`src/rtl/baud_div_sel_pkg.sv`:
```
package baud_div_sel_pkg;
  typedef enum logic [2:0] {
    ST_IDLE,
    ST_MIN,
    ST_MAX,
    ST_D16,
    ST_D63,
    ST_FIN
  } sel_state_e;
endpackage

```
`src/rtl/baud_div_seq.sv`:
```
// Restoring divider, one quotient bit per cycle.
module baud_div_seq #(
  parameter int N = 48
) (
  input  logic         clk_i,
  input  logic         rst_ni,
  input  logic         start_i,
  input  logic [N-1:0] dividend_i,
  input  logic [N-1:0] divisor_i,
  output logic         done_o,
  output logic [N-1:0] quot_o
);
  localparam int CW = $clog2(N + 1);

  logic [N-1:0]  rem_q, quo_q, dvs_q;
  logic [CW-1:0] cnt_q;
  logic          busy_q;
  logic [N:0]    rem_sh, rem_sub;
  logic          ge;

  always_comb begin
    rem_sh  = {rem_q, quo_q[N-1]};
    ge      = rem_sh >= {1'b0, dvs_q};
    rem_sub = rem_sh - {1'b0, dvs_q};
  end

  always_ff @(posedge clk_i or negedge rst_ni) begin
    if (!rst_ni) begin
      rem_q  <= '0;
      quo_q  <= '0;
      dvs_q  <= '0;
      cnt_q  <= '0;
      busy_q <= 1'b0;
      done_o <= 1'b0;
    end else begin
      done_o <= 1'b0;
      if (start_i && !busy_q) begin
        rem_q  <= '0;
        quo_q  <= dividend_i;
        dvs_q  <= divisor_i;
        cnt_q  <= CW'(N);
        busy_q <= 1'b1;
      end else if (busy_q) begin
        rem_q <= ge ? rem_sub[N-1:0] : rem_sh[N-1:0];
        quo_q <= {quo_q[N-2:0], ge};
        cnt_q <= cnt_q - 1'b1;
        if (cnt_q == CW'(1)) begin
          busy_q <= 1'b0;
          done_o <= 1'b1;
        end
      end
    end
  end

  assign quot_o = quo_q;
endmodule

```
`src/rtl/baud_op_mux.sv`:
```
// Builds dividend/divisor for each sequencer step.
module baud_op_mux
  import baud_div_sel_pkg::*;
#(
  parameter int CLK_W     = 32,
  parameter int N         = 48,
  parameter int D_MAX     = 1023,
  parameter int M_DEF     = 16,
  parameter int M_MAX     = 63,
  parameter int MAX_RATIO = 80
) (
  input  sel_state_e       state_i,
  input  logic [CLK_W-1:0] clk_rate_i,
  input  logic [CLK_W-1:0] baud_i,
  output logic [N-1:0]     dividend_o,
  output logic [N-1:0]     divisor_o
);
  localparam logic [N-1:0] MIN_DIV = N'(D_MAX * M_MAX);

  logic [N-1:0] clk_w, prod;

  always_comb begin
    clk_w = N'(clk_rate_i);
    prod  = (state_i == ST_D63) ? N'(baud_i) * N'(M_MAX) : N'(baud_i) * N'(M_DEF);
    unique case (state_i)
      ST_MIN: begin
        dividend_o = clk_w + MIN_DIV - N'(1);
        divisor_o  = MIN_DIV;
      end
      ST_MAX: begin
        dividend_o = clk_w;
        divisor_o  = N'(MAX_RATIO);
      end
      ST_D16, ST_D63: begin
        dividend_o = clk_w + (prod >> 1);
        divisor_o  = prod;
      end
      default: begin
        dividend_o = clk_w;
        divisor_o  = N'(1);
      end
    endcase
  end
endmodule

```
`src/rtl/baud_result_pack.sv`:
```
// Clamp prescaler and pack the oversampling fields.
module baud_result_pack #(
  parameter int N      = 48,
  parameter int D_W    = 10,
  parameter int M_MAX  = 63,
  parameter int LANES  = 4,
  parameter int LANE_W = 8
) (
  input  logic [N-1:0]            quot_i,
  input  logic                    use_max_i,
  input  logic                    zero_baud_i,
  output logic [D_W-1:0]          d_o,
  output logic [LANES*LANE_W-1:0] osamp_o,
  output logic                    err_o
);
  localparam logic [N-1:0] D_LIM = N'((1 << D_W) - 1);

  logic m_on;

  always_comb begin
    if (zero_baud_i)          d_o = D_W'(1);
    else if (quot_i == '0)    d_o = D_W'(1);
    else if (quot_i > D_LIM)  d_o = D_LIM[D_W-1:0];
    else                      d_o = quot_i[D_W-1:0];
  end

  assign m_on  = use_max_i && !zero_baud_i;
  assign err_o = zero_baud_i;

  for (genvar l = 0; l < LANES; l++) begin : g_lane
    assign osamp_o[l*LANE_W +: LANE_W] = m_on ? LANE_W'(M_MAX) : '0;
  end
endmodule

```
`src/rtl/baud_div_sel.sv`:
```
module baud_div_sel
  import baud_div_sel_pkg::*;
#(
  parameter int CLK_W     = 32,
  parameter int D_W       = 10,
  parameter int M_DEF     = 16,
  parameter int M_MAX     = 63,
  parameter int MAX_RATIO = 80,
  parameter int LANES     = 4,
  parameter int LANE_W    = 8
) (
  input  logic                    clk_i,
  input  logic                    rst_ni,
  input  logic                    start_i,
  input  logic [CLK_W-1:0]        clk_rate_i,
  input  logic [CLK_W-1:0]        baud_i,
  output logic [D_W-1:0]          div_d_o,
  output logic [LANES*LANE_W-1:0] osamp_o,
  output logic                    err_o,
  output logic [CLK_W-1:0]        min_baud_o,
  output logic [CLK_W-1:0]        max_baud_o,
  output logic                    done_o
);
  localparam int D_MAX = (1 << D_W) - 1;
  localparam int N     = CLK_W + 16;

  sel_state_e       state_q;
  logic             issued_q;
  logic [CLK_W-1:0] clk_q, baud_q;
  logic [N-1:0]     quot_q;
  logic             use_max_q;
  logic [CLK_W-1:0] min_q, max_q;

  logic             div_start, div_done;
  logic [N-1:0]     op_dividend, op_divisor, div_quot;
  logic [D_W-1:0]   pk_d;
  logic [LANES*LANE_W-1:0] pk_osamp;
  logic             pk_err, zero_baud, in_op;

  assign zero_baud = (baud_q == '0);
  assign in_op     = (state_q == ST_MIN) || (state_q == ST_MAX) ||
                     (state_q == ST_D16) || (state_q == ST_D63);
  assign div_start = in_op && !issued_q;

  baud_op_mux #(
    .CLK_W(CLK_W), .N(N), .D_MAX(D_MAX), .M_DEF(M_DEF),
    .M_MAX(M_MAX), .MAX_RATIO(MAX_RATIO)
  ) u_mux (
    .state_i   (state_q),
    .clk_rate_i(clk_q),
    .baud_i    (baud_q),
    .dividend_o(op_dividend),
    .divisor_o (op_divisor)
  );

  baud_div_seq #(.N(N)) u_div (
    .clk_i     (clk_i),
    .rst_ni    (rst_ni),
    .start_i   (div_start),
    .dividend_i(op_dividend),
    .divisor_i (op_divisor),
    .done_o    (div_done),
    .quot_o    (div_quot)
  );

  baud_result_pack #(
    .N(N), .D_W(D_W), .M_MAX(M_MAX), .LANES(LANES), .LANE_W(LANE_W)
  ) u_pack (
    .quot_i     (quot_q),
    .use_max_i  (use_max_q),
    .zero_baud_i(zero_baud),
    .d_o        (pk_d),
    .osamp_o    (pk_osamp),
    .err_o      (pk_err)
  );

  always_ff @(posedge clk_i or negedge rst_ni) begin
    if (!rst_ni) begin
      state_q    <= ST_IDLE;
      issued_q   <= 1'b0;
      clk_q      <= '0;
      baud_q     <= '0;
      quot_q     <= '0;
      use_max_q  <= 1'b0;
      min_q      <= '0;
      max_q      <= '0;
      div_d_o    <= D_W'(1);
      osamp_o    <= '0;
      err_o      <= 1'b0;
      min_baud_o <= '0;
      max_baud_o <= '0;
      done_o     <= 1'b0;
    end else begin
      done_o <= 1'b0;
      if (div_start) issued_q <= 1'b1;
      unique case (state_q)
        ST_IDLE: if (start_i) begin
          clk_q     <= clk_rate_i;
          baud_q    <= baud_i;
          use_max_q <= 1'b0;
          quot_q    <= '0;
          state_q   <= ST_MIN;
        end
        ST_MIN: if (div_done) begin
          min_q    <= div_quot[CLK_W-1:0];
          issued_q <= 1'b0;
          state_q  <= ST_MAX;
        end
        ST_MAX: if (div_done) begin
          max_q    <= div_quot[CLK_W-1:0];
          issued_q <= 1'b0;
          state_q  <= zero_baud ? ST_FIN : ST_D16;
        end
        ST_D16: if (div_done) begin
          quot_q   <= div_quot;
          issued_q <= 1'b0;
          if (div_quot > N'(D_MAX)) state_q <= ST_D63;
          else                      state_q <= ST_FIN;
        end
        ST_D63: if (div_done) begin
          quot_q    <= div_quot;
          use_max_q <= 1'b1;
          issued_q  <= 1'b0;
          state_q   <= ST_FIN;
        end
        ST_FIN: begin
          div_d_o    <= pk_d;
          osamp_o    <= pk_osamp;
          err_o      <= pk_err;
          min_baud_o <= min_q;
          max_baud_o <= max_q;
          done_o     <= 1'b1;
          state_q    <= ST_IDLE;
        end
        default: state_q <= ST_IDLE;
      endcase
    end
  end
endmodule

```
`config.mk`:
```
export PLATFORM = sky130hd
export DESIGN_NAME = baud_div_sel
export DESIGN_NICKNAME = d
export VERILOG_FILES = /design/src/rtl/baud_div_sel_pkg.sv /design/src/rtl/baud_div_seq.sv /design/src/rtl/baud_op_mux.sv /design/src/rtl/baud_result_pack.sv /design/src/rtl/baud_div_sel.sv
export SDC_FILE = /design/constraint.sdc
export NUM_CORES = 1
export LEC_CHECK = 0
export BUFFER_PORTS_ARGS = -buffer_cell sky130_fd_sc_hd__buf_2
export CORE_ASPECT_RATIO = 1.25
export CORE_MARGIN = 2
export CORE_UTILIZATION = 48
export CTS_BUF_LIST = sky130_fd_sc_hd__clkbuf_4 sky130_fd_sc_hd__clkbuf_8 sky130_fd_sc_hd__clkbuf_16
export CTS_CLUSTER_SIZE = 14
export DETAILED_ROUTE_END_ITERATION = 7
export PLACE_DENSITY = 0.77
export SLEW_MARGIN = 10
export SYNTH_ARGS = -nofsm -noshare
export SYNTH_HDL_FRONTEND = slang
export SYNTH_SLANG_ARGS = --single-unit
```
`constraint.sdc`:
```
create_clock -name clk_i -period 16.2 [get_ports clk_i]
set_clock_uncertainty 0.15 [all_clocks]
set_input_delay 3.24 -clock clk_i [delete_from_list [all_inputs] [get_ports clk_i]]
set_output_delay 3.24 -clock clk_i [all_outputs]
set_load 0.05 [all_outputs]
```
Word-level counts from Yosys, hierarchy flattened
Index checks and enable logic that the tools add are counted.

$add $sub $neg: 5. Multipliers: 1. Order comparisons: 3. Eq/ne operators: 12. Multiplexer cells: 38. Reduce and logical (&&, ||, !) cells: 23.

Operator list (number): 48-bit 2-to-1 mux (7); 48-bit case mux with 2 select lines (2); 48-bit case mux with 3 select lines (1); 48-bit by 10-bit greater-than comparator with 1-bit output, second input constant (2); 49-bit by 48-bit greater-or-equal comparator with 1-bit output (1); 32-bit by 47-bit adder with 48-bit output (1); 48-bit zero test (1); 48-bit by 1-bit subtractor with 48-bit output, second input constant (1); 48-bit subtractor (1); 32-bit by 6-bit multiplier with 38-bit output, second input constant (1); 38-bit 2-to-1 mux (1); 32-bit by 16-bit adder with 33-bit output, second input constant (1); 32-bit zero test (1); 10-bit 2-to-1 mux (3); 3-bit 2-to-1 mux (6); 6-bit 2-to-1 mux (3); 3-bit case mux with 5 select lines (1); 1-bit 2-to-1 mux (13); 2-bit by 1-bit != test with 1-bit output, second input constant (5); 3-bit by 2-bit equality test with 1-bit output, second input constant (2); 3-bit equality test, second input constant (2); 6-bit by 1-bit equality test with 1-bit output, second input constant (1); 2-bit AND reduction (3); 3-bit AND reduction (2); 12 further kinds (20).

Flip-flop bits (word level): 441. Input bits: 67. Output and inout bits: 108. Word-level logic and storage cells: 102.

Logic depth before layout (Yosys ltp)
Word-level depth: 8. Mapped depth: 29. Mapped depth without buffers: 28.

Hierarchy
A second synthesis with hierarchy kept.

Cell total of the unflattened synthesis: 3201. Area total of the unflattened synthesis: 29224.3 µm².

By module, submodules not included: baud_div_sel (times used 1, cells each 995, area each 11471.0 µm², sequential area each 7233.2 µm²); baud_div_seq (times used 1, cells each 1074, area each 9470.3 µm², sequential area each 3803.6 µm²); baud_op_mux (times used 1, cells each 1059, area each 7776.2 µm², sequential area each 0.0 µm²); baud_result_pack (times used 1, cells each 73, area each 506.7 µm², sequential area each 0.0 µm²).

Worst setup path before layout
OpenSTA, ideal clock, no wires.

Path type: register -> register. Start: register baud_q[12]. End: register u_div.quo_q[36] (netlist: u_div.quot_o[36]). Setup time: 0.142 ns. Arrival: 6.073 ns. Data required time: 15.908 ns. Slack: 9.835 ns. Cell stages (with the launch flop): 27. Buffers on the path: 1. Period minus slack after synthesis: 6.365 ns. Cells stage by stage: dfrtp_1 fa_1 fa_1 inv_1 fa_1 inv_1 ha_1 clkbuf_1 a21oi_1 o21ai_0 nor4_1 o31ai_1 a211oi_1 o21bai_1 a21oi_1 xor2_1 o21ai_0 ha_1 nor2b_1 o21ai_0 a21oi_1 nor4_1 a21oi_1 a311o_1 nand4b_1 xnor2_1 o221ai_1.

Word-level cells in the longest chain between the ends: 5.

Ends and longest elaborated chain: start: declaration (RTL line baud_div_sel.sv:29) `logic [CLK_W-1:0] clk_q, baud_q;`; start signal: assignment (RTL line baud_div_sel.sv:99) `baud_q <= baud_i;`; 32-bit by 6-bit multiplier with 38-bit output (RTL line baud_op_mux.sv:24) `prod = (state_i == ST_D63) ? N'(baud_i) * N'(M_MAX) : N'(baud_i) * N'(M_DEF);`; 38-bit 2-to-1 mux (*) (RTL line baud_op_mux.sv:24); 32-bit by 47-bit adder with 48-bit output (*) (RTL line baud_op_mux.sv:35) `dividend_o = clk_w + (prod >> 1);`; 48-bit case mux with 2 select lines (*) (RTL line baud_op_mux.sv:25) `unique case (state_i)`; 48-bit 2-to-1 mux (*) (RTL line baud_div_seq.sv:37) `if (start_i && !busy_q) begin`; end signal: assignment (RTL line baud_div_seq.sv:39) `quo_q <= dividend_i;`; end signal: assignment (RTL line baud_div_seq.sv:45) `quo_q <= {quo_q[N-2:0], ge};`; end: declaration (RTL line baud_div_seq.sv:15) `logic [N-1:0] rem_q, quo_q, dvs_q;`.

Every way passes the cells marked *; elsewhere a longest branch is shown, timed or not. A chain may end at the register's enable or synchronous reset.

Worst setup path in the final report
Start: register baud_q[3]. End: register u_div.quo_q[36] (netlist: u_div.quot_o[36]).

Same word-level chain as after synthesis.

==> Flow_metrics.wiki <==
{| class="wikitable"
! Metric !! Value
|-
| Cell internal power dissipation || 2482 uW
|-
| Number of nets in the layout || 3509
|-
| Post-cts repair resize count || 0
|-
| Switching Power || 1605 uW
|-
| Top achievable clock speed || 0.1379 GHz
|-
| Number of clock buffers inserted by TritonCTS || 43
|-
| Startpoint types || register
|-
| Period utilization || 44.75%
|-
| Highest routing layer actually used || met4
|-
| Number of non-filler instances in the completed layout || 3993
|-
| Portion of total power attributed to the clock network || 26.9%
|-
| WL met1 || 31950 microns
|-
| Power, Total || 4087 uW
|-
| Ratio of cells with drive above 1 in the final layout || 12.70%
|-
| DPL Wire Length || 54890 microns
|-
| Standard-cell row count || 98
|-
| Max-slew headroom || 23.58%
|-
| Status || finished, final reports clean
|-
| Routed wl met2 || 35420 microns
|-
| Combinational power share || 44.9%
|-
| Vias after detailed routing || 23350
|-
| Pleak || 0.01437 uW
|-
| Clk sink count || 400
|-
| Most common cell after layout, fill and taps aside || sky130_fd_sc_hd__nand2_1
|-
| Total of flip-flops plus latches after synthesis || 400
|-
| Count of warnings emitted by yosys || 0
|-
| Number of enable-type register cells in the synthesized netlist || 0
|-
| Peak supply drop || 0.0001059 V
|-
| Die Area || 59340 sq um
|-
| Post-route DRC || 0
|-
| Max-capacitance violation count || 0
|-
| Drt wl/cell || 19.10 microns
|-
| Total GRT Usage || 25.78%
|-
| Post-synthesis area per instance || 8.718 sq um
|-
| Netlist area before placement || 27550 sq um
|-
| Cell at the root of the clock tree || sky130_fd_sc_hd__clkbuf_16
|-
| Post-CTS Hold Buffers || 0
|-
| Router iterations before antenna repair || 6
|-
| Initial standard-cell utilization of the core || 48.32%
|-
| Via-to-Cell Ratio || 5.847
|-
| Total power per unit cell area || 134.7 nW/um^2
|-
| Sequential cell fraction of total power || 28.2%
|-
| Placed instance area || 28750 sq um
|-
| Crit Path Class || register to register
|-
| Worst min path class || register to register
|-
| Crit path required time || 16.48 ns
|-
| Port Buffer Count || 166
|-
| Predominant post-synthesis flop cell || sky130_fd_sc_hd__dfrtp_1
|-
| Minimum hold slack || 0.3109 ns
|-
| Height of the die || 271.8 microns
|-
| Slew at the pin closest to its max-slew limit || 1.134 ns
|-
| Die extent in x || 218.3 microns
|-
| Met3 WL || 4528 microns
|-
| Final Cell Area || 30340 sq um
|-
| Area Overhead vs Synth || 10.13%
|-
| CP Capture Type || register
|-
| Async set-or-reset flop fraction in the synthesized netlist || 100.0%
|-
| Area of the core || 57020 sq um
|-
| RSZ-0062 raised after global routing || false
|-
| Pin count of the biggest net entering global routing || 165
|-
| RePlAce Congestion || 0.9642
|-
| Critical path data arrival time || 7.53 ns
|-
| Max-slew violation count || 0
|-
| Total instance count after detailed placement || 3914
|-
| Antenna diode count || 0
|-
| CTS tree || done
|-
| Clk_lat worst skew || 0.62 ns
|-
| Post-synthesis sequential area ratio || 36.34%
|-
| Boundary pin count || 175
|-
| Critical-path maximum fanout || 4
|-
| Count of endpoints failing setup in the final report || 0
|-
| TNS Setup || 0 ns
|-
| Wire length of the first global-routing pass || 122400 microns
|-
| Most frequent cells in the layout || sky130_fd_sc_hd__nand2_1 (588), sky130_fd_sc_hd__dfrtp_1 (398), sky130_fd_sc_hd__o21ai_0 (290)
|-
| Antenna violations before repair || 2
|-
| Clock period minus worst slack || 7.250 ns
|-
| Post-Route WL || 76270 microns
|-
| Total setup buffers inserted after CTS || 0
|-
| H-tree lvl count || 2
|-
| Worst-path clk slew || 0.06 ns
|-
| Post-synthesis instance total || 3160
|-
| Switching Share || 39.28%
|-
| Congestion Overflow GR || 0
|-
| DR iter-0 viols || 2442
|-
| Count of unique library cells instantiated by Yosys || 88
|-
| Antenna Violating Nets Remaining || 0
|-
| Final hold viol count || 0
|-
| Buffer levels on the longest clock path || 3
|-
| Number of global-route vias before repair || 22750
|}
sequential cells by signal, summed over array words and instances, names as in the netlist:
signal	flops
baud_q	32
clk_q	32
div_d_o	10
done_o	1
err_o	1
issued_q	1
max_baud_o	32
max_q	32
min_baud_o	32
min_q	32
osamp_o	1
quot_q	48
state_q	3
u_div.busy_q	1
u_div.cnt_q	6
u_div.done_o	1
u_div.dvs_q	38
u_div.quot_o	48
u_div.rem_q	48
use_max_q	1
cell type report:
class | count | area, sq um
Tap cell | 750 | 938.4
Clock buffer | 60 | 1241
Inverter | 231 | 867.1
Sequential cell | 400 | 10010
Clock inverter | 19 | 347.8
Timing Repair Buffer | 190 | 1033
Multi-Input combinational cell | 2343 | 15900
Fill cell | 5186 | 26680
cells in the mapped netlist (29+ instances only):
| library cell | n | area [sq um] |
|---|---|---|
| sky130_fd_sc_hd__fa_1 | 93 | 1862 |
| sky130_fd_sc_hd__mux2_2 | 93 | 1047 |
| sky130_fd_sc_hd__dfrtp_1 | 399 | 9985 |
| sky130_fd_sc_hd__o211ai_1 | 29 | 217.7 |
| sky130_fd_sc_hd__xor2_1 | 46 | 402.9 |
| sky130_fd_sc_hd__a21oi_1 | 164 | 820.8 |
| sky130_fd_sc_hd__nand3_1 | 53 | 265.3 |
| sky130_fd_sc_hd__xnor2_1 | 73 | 639.4 |
| sky130_fd_sc_hd__a211oi_1 | 33 | 247.7 |
| sky130_fd_sc_hd__o21ai_0 | 290 | 1451 |
| sky130_fd_sc_hd__nor2_1 | 128 | 480.5 |
| sky130_fd_sc_hd__nand2_1 | 589 | 2211 |
| sky130_fd_sc_hd__buf_4 | 31 | 232.7 |
| sky130_fd_sc_hd__nor4_1 | 29 | 181.4 |
| sky130_fd_sc_hd__a31oi_1 | 29 | 181.4 |
| sky130_fd_sc_hd__ha_1 | 140 | 1752 |
| sky130_fd_sc_hd__clkbuf_1 | 136 | 510.5 |
| sky130_fd_sc_hd__nor3_1 | 49 | 245.2 |
| sky130_fd_sc_hd__inv_1 | 230 | 863.3 |
| sky130_fd_sc_hd__nand4_1 | 32 | 200.2 |
| sky130_fd_sc_hd__a21o_1 | 51 | 382.9 |
cell families after synthesis:
family / after synthesis / synth area share [%]
other cells: 1 / 0.01361
fa+ha+maj: 233 / 13.12
buf+inv: 424 / 6.263
xor+xnor: 119 / 3.783
flops: 400 / 36.34
simple gates: 1030 / 16.87
mux: 113 / 4.546
compound gates: 840 / 19.07
worst paths after layout:
check                           from          endpoint  slack, ns  cells after the start
setup / recovery           baud_q[3]  u_div.quot_o[36]       8.95                     25
hold / removal             min_q[23]    min_baud_o[23]       0.31                      2
setup reg to reg           baud_q[3]  u_div.quot_o[36]       8.95                     25
hold reg to reg            min_q[23]    min_baud_o[23]       0.31                      2
max in group asynchronous     rst_ni      u_div.busy_q      11.83                      2
min in group asynchronous     rst_ni     min_baud_o[9]       2.49                      1
worst max-delay path, stage by stage (launching register included):
cell and delay [ns]:
sky130_fd_sc_hd__dfrtp_1 0.43, sky130_fd_sc_hd__inv_1 0.12, sky130_fd_sc_hd__fa_1 0.57, sky130_fd_sc_hd__fa_1 0.55, sky130_fd_sc_hd__fa_1 0.54, sky130_fd_sc_hd__inv_1 0.05, sky130_fd_sc_hd__ha_1 0.34, sky130_fd_sc_hd__a211oi_1 0.47
sky130_fd_sc_hd__nor3_1 0.13, sky130_fd_sc_hd__nor4_1 0.54, sky130_fd_sc_hd__o31ai_1 0.23, sky130_fd_sc_hd__a211oi_1 0.33, sky130_fd_sc_hd__o21bai_1 0.12, sky130_fd_sc_hd__a21oi_1 0.19, sky130_fd_sc_hd__xor2_1 0.08, sky130_fd_sc_hd__o21ai_0 0.32
sky130_fd_sc_hd__ha_1 0.34, sky130_fd_sc_hd__nor2b_1 0.14, sky130_fd_sc_hd__o21ai_0 0.16, sky130_fd_sc_hd__a21oi_1 0.10, sky130_fd_sc_hd__nor4_1 0.17, sky130_fd_sc_hd__a21oi_1 0.18, sky130_fd_sc_hd__a311o_1 0.46, sky130_fd_sc_hd__nand4b_1 0.12
sky130_fd_sc_hd__xnor2_1 0.13, sky130_fd_sc_hd__o221ai_1 0.13
power by group through the flow:
stage / Sequential [uW] / Combinational, uW / Clock (uW)
floorplan: 1140 / 1460 / 0
global placement: 1160 / 1780 / 0
detailed placement: 1170 / 1800 / 0
CTS: 1150 / 1810 / 1110
global route: 1160 / 2060 / 1160
finish: 1150 / 1830 / 1100
per-layer routing:
layer  vias up  track usage, %
met5         -               0
met3       171           3.015
met1     11290           33.86
li1      11040               -
met2       846           41.86
met4         0           13.55
metrics by stage:
step                setup slack (ns)  util (%)
global placement               9.193     50.43
floorplan                      9.835         -
finish                         8.950     53.21
CTS                            8.991     53.21
global route                   8.264     53.21
detailed placement             9.037     50.43
(Power assumes the default switching activity.)
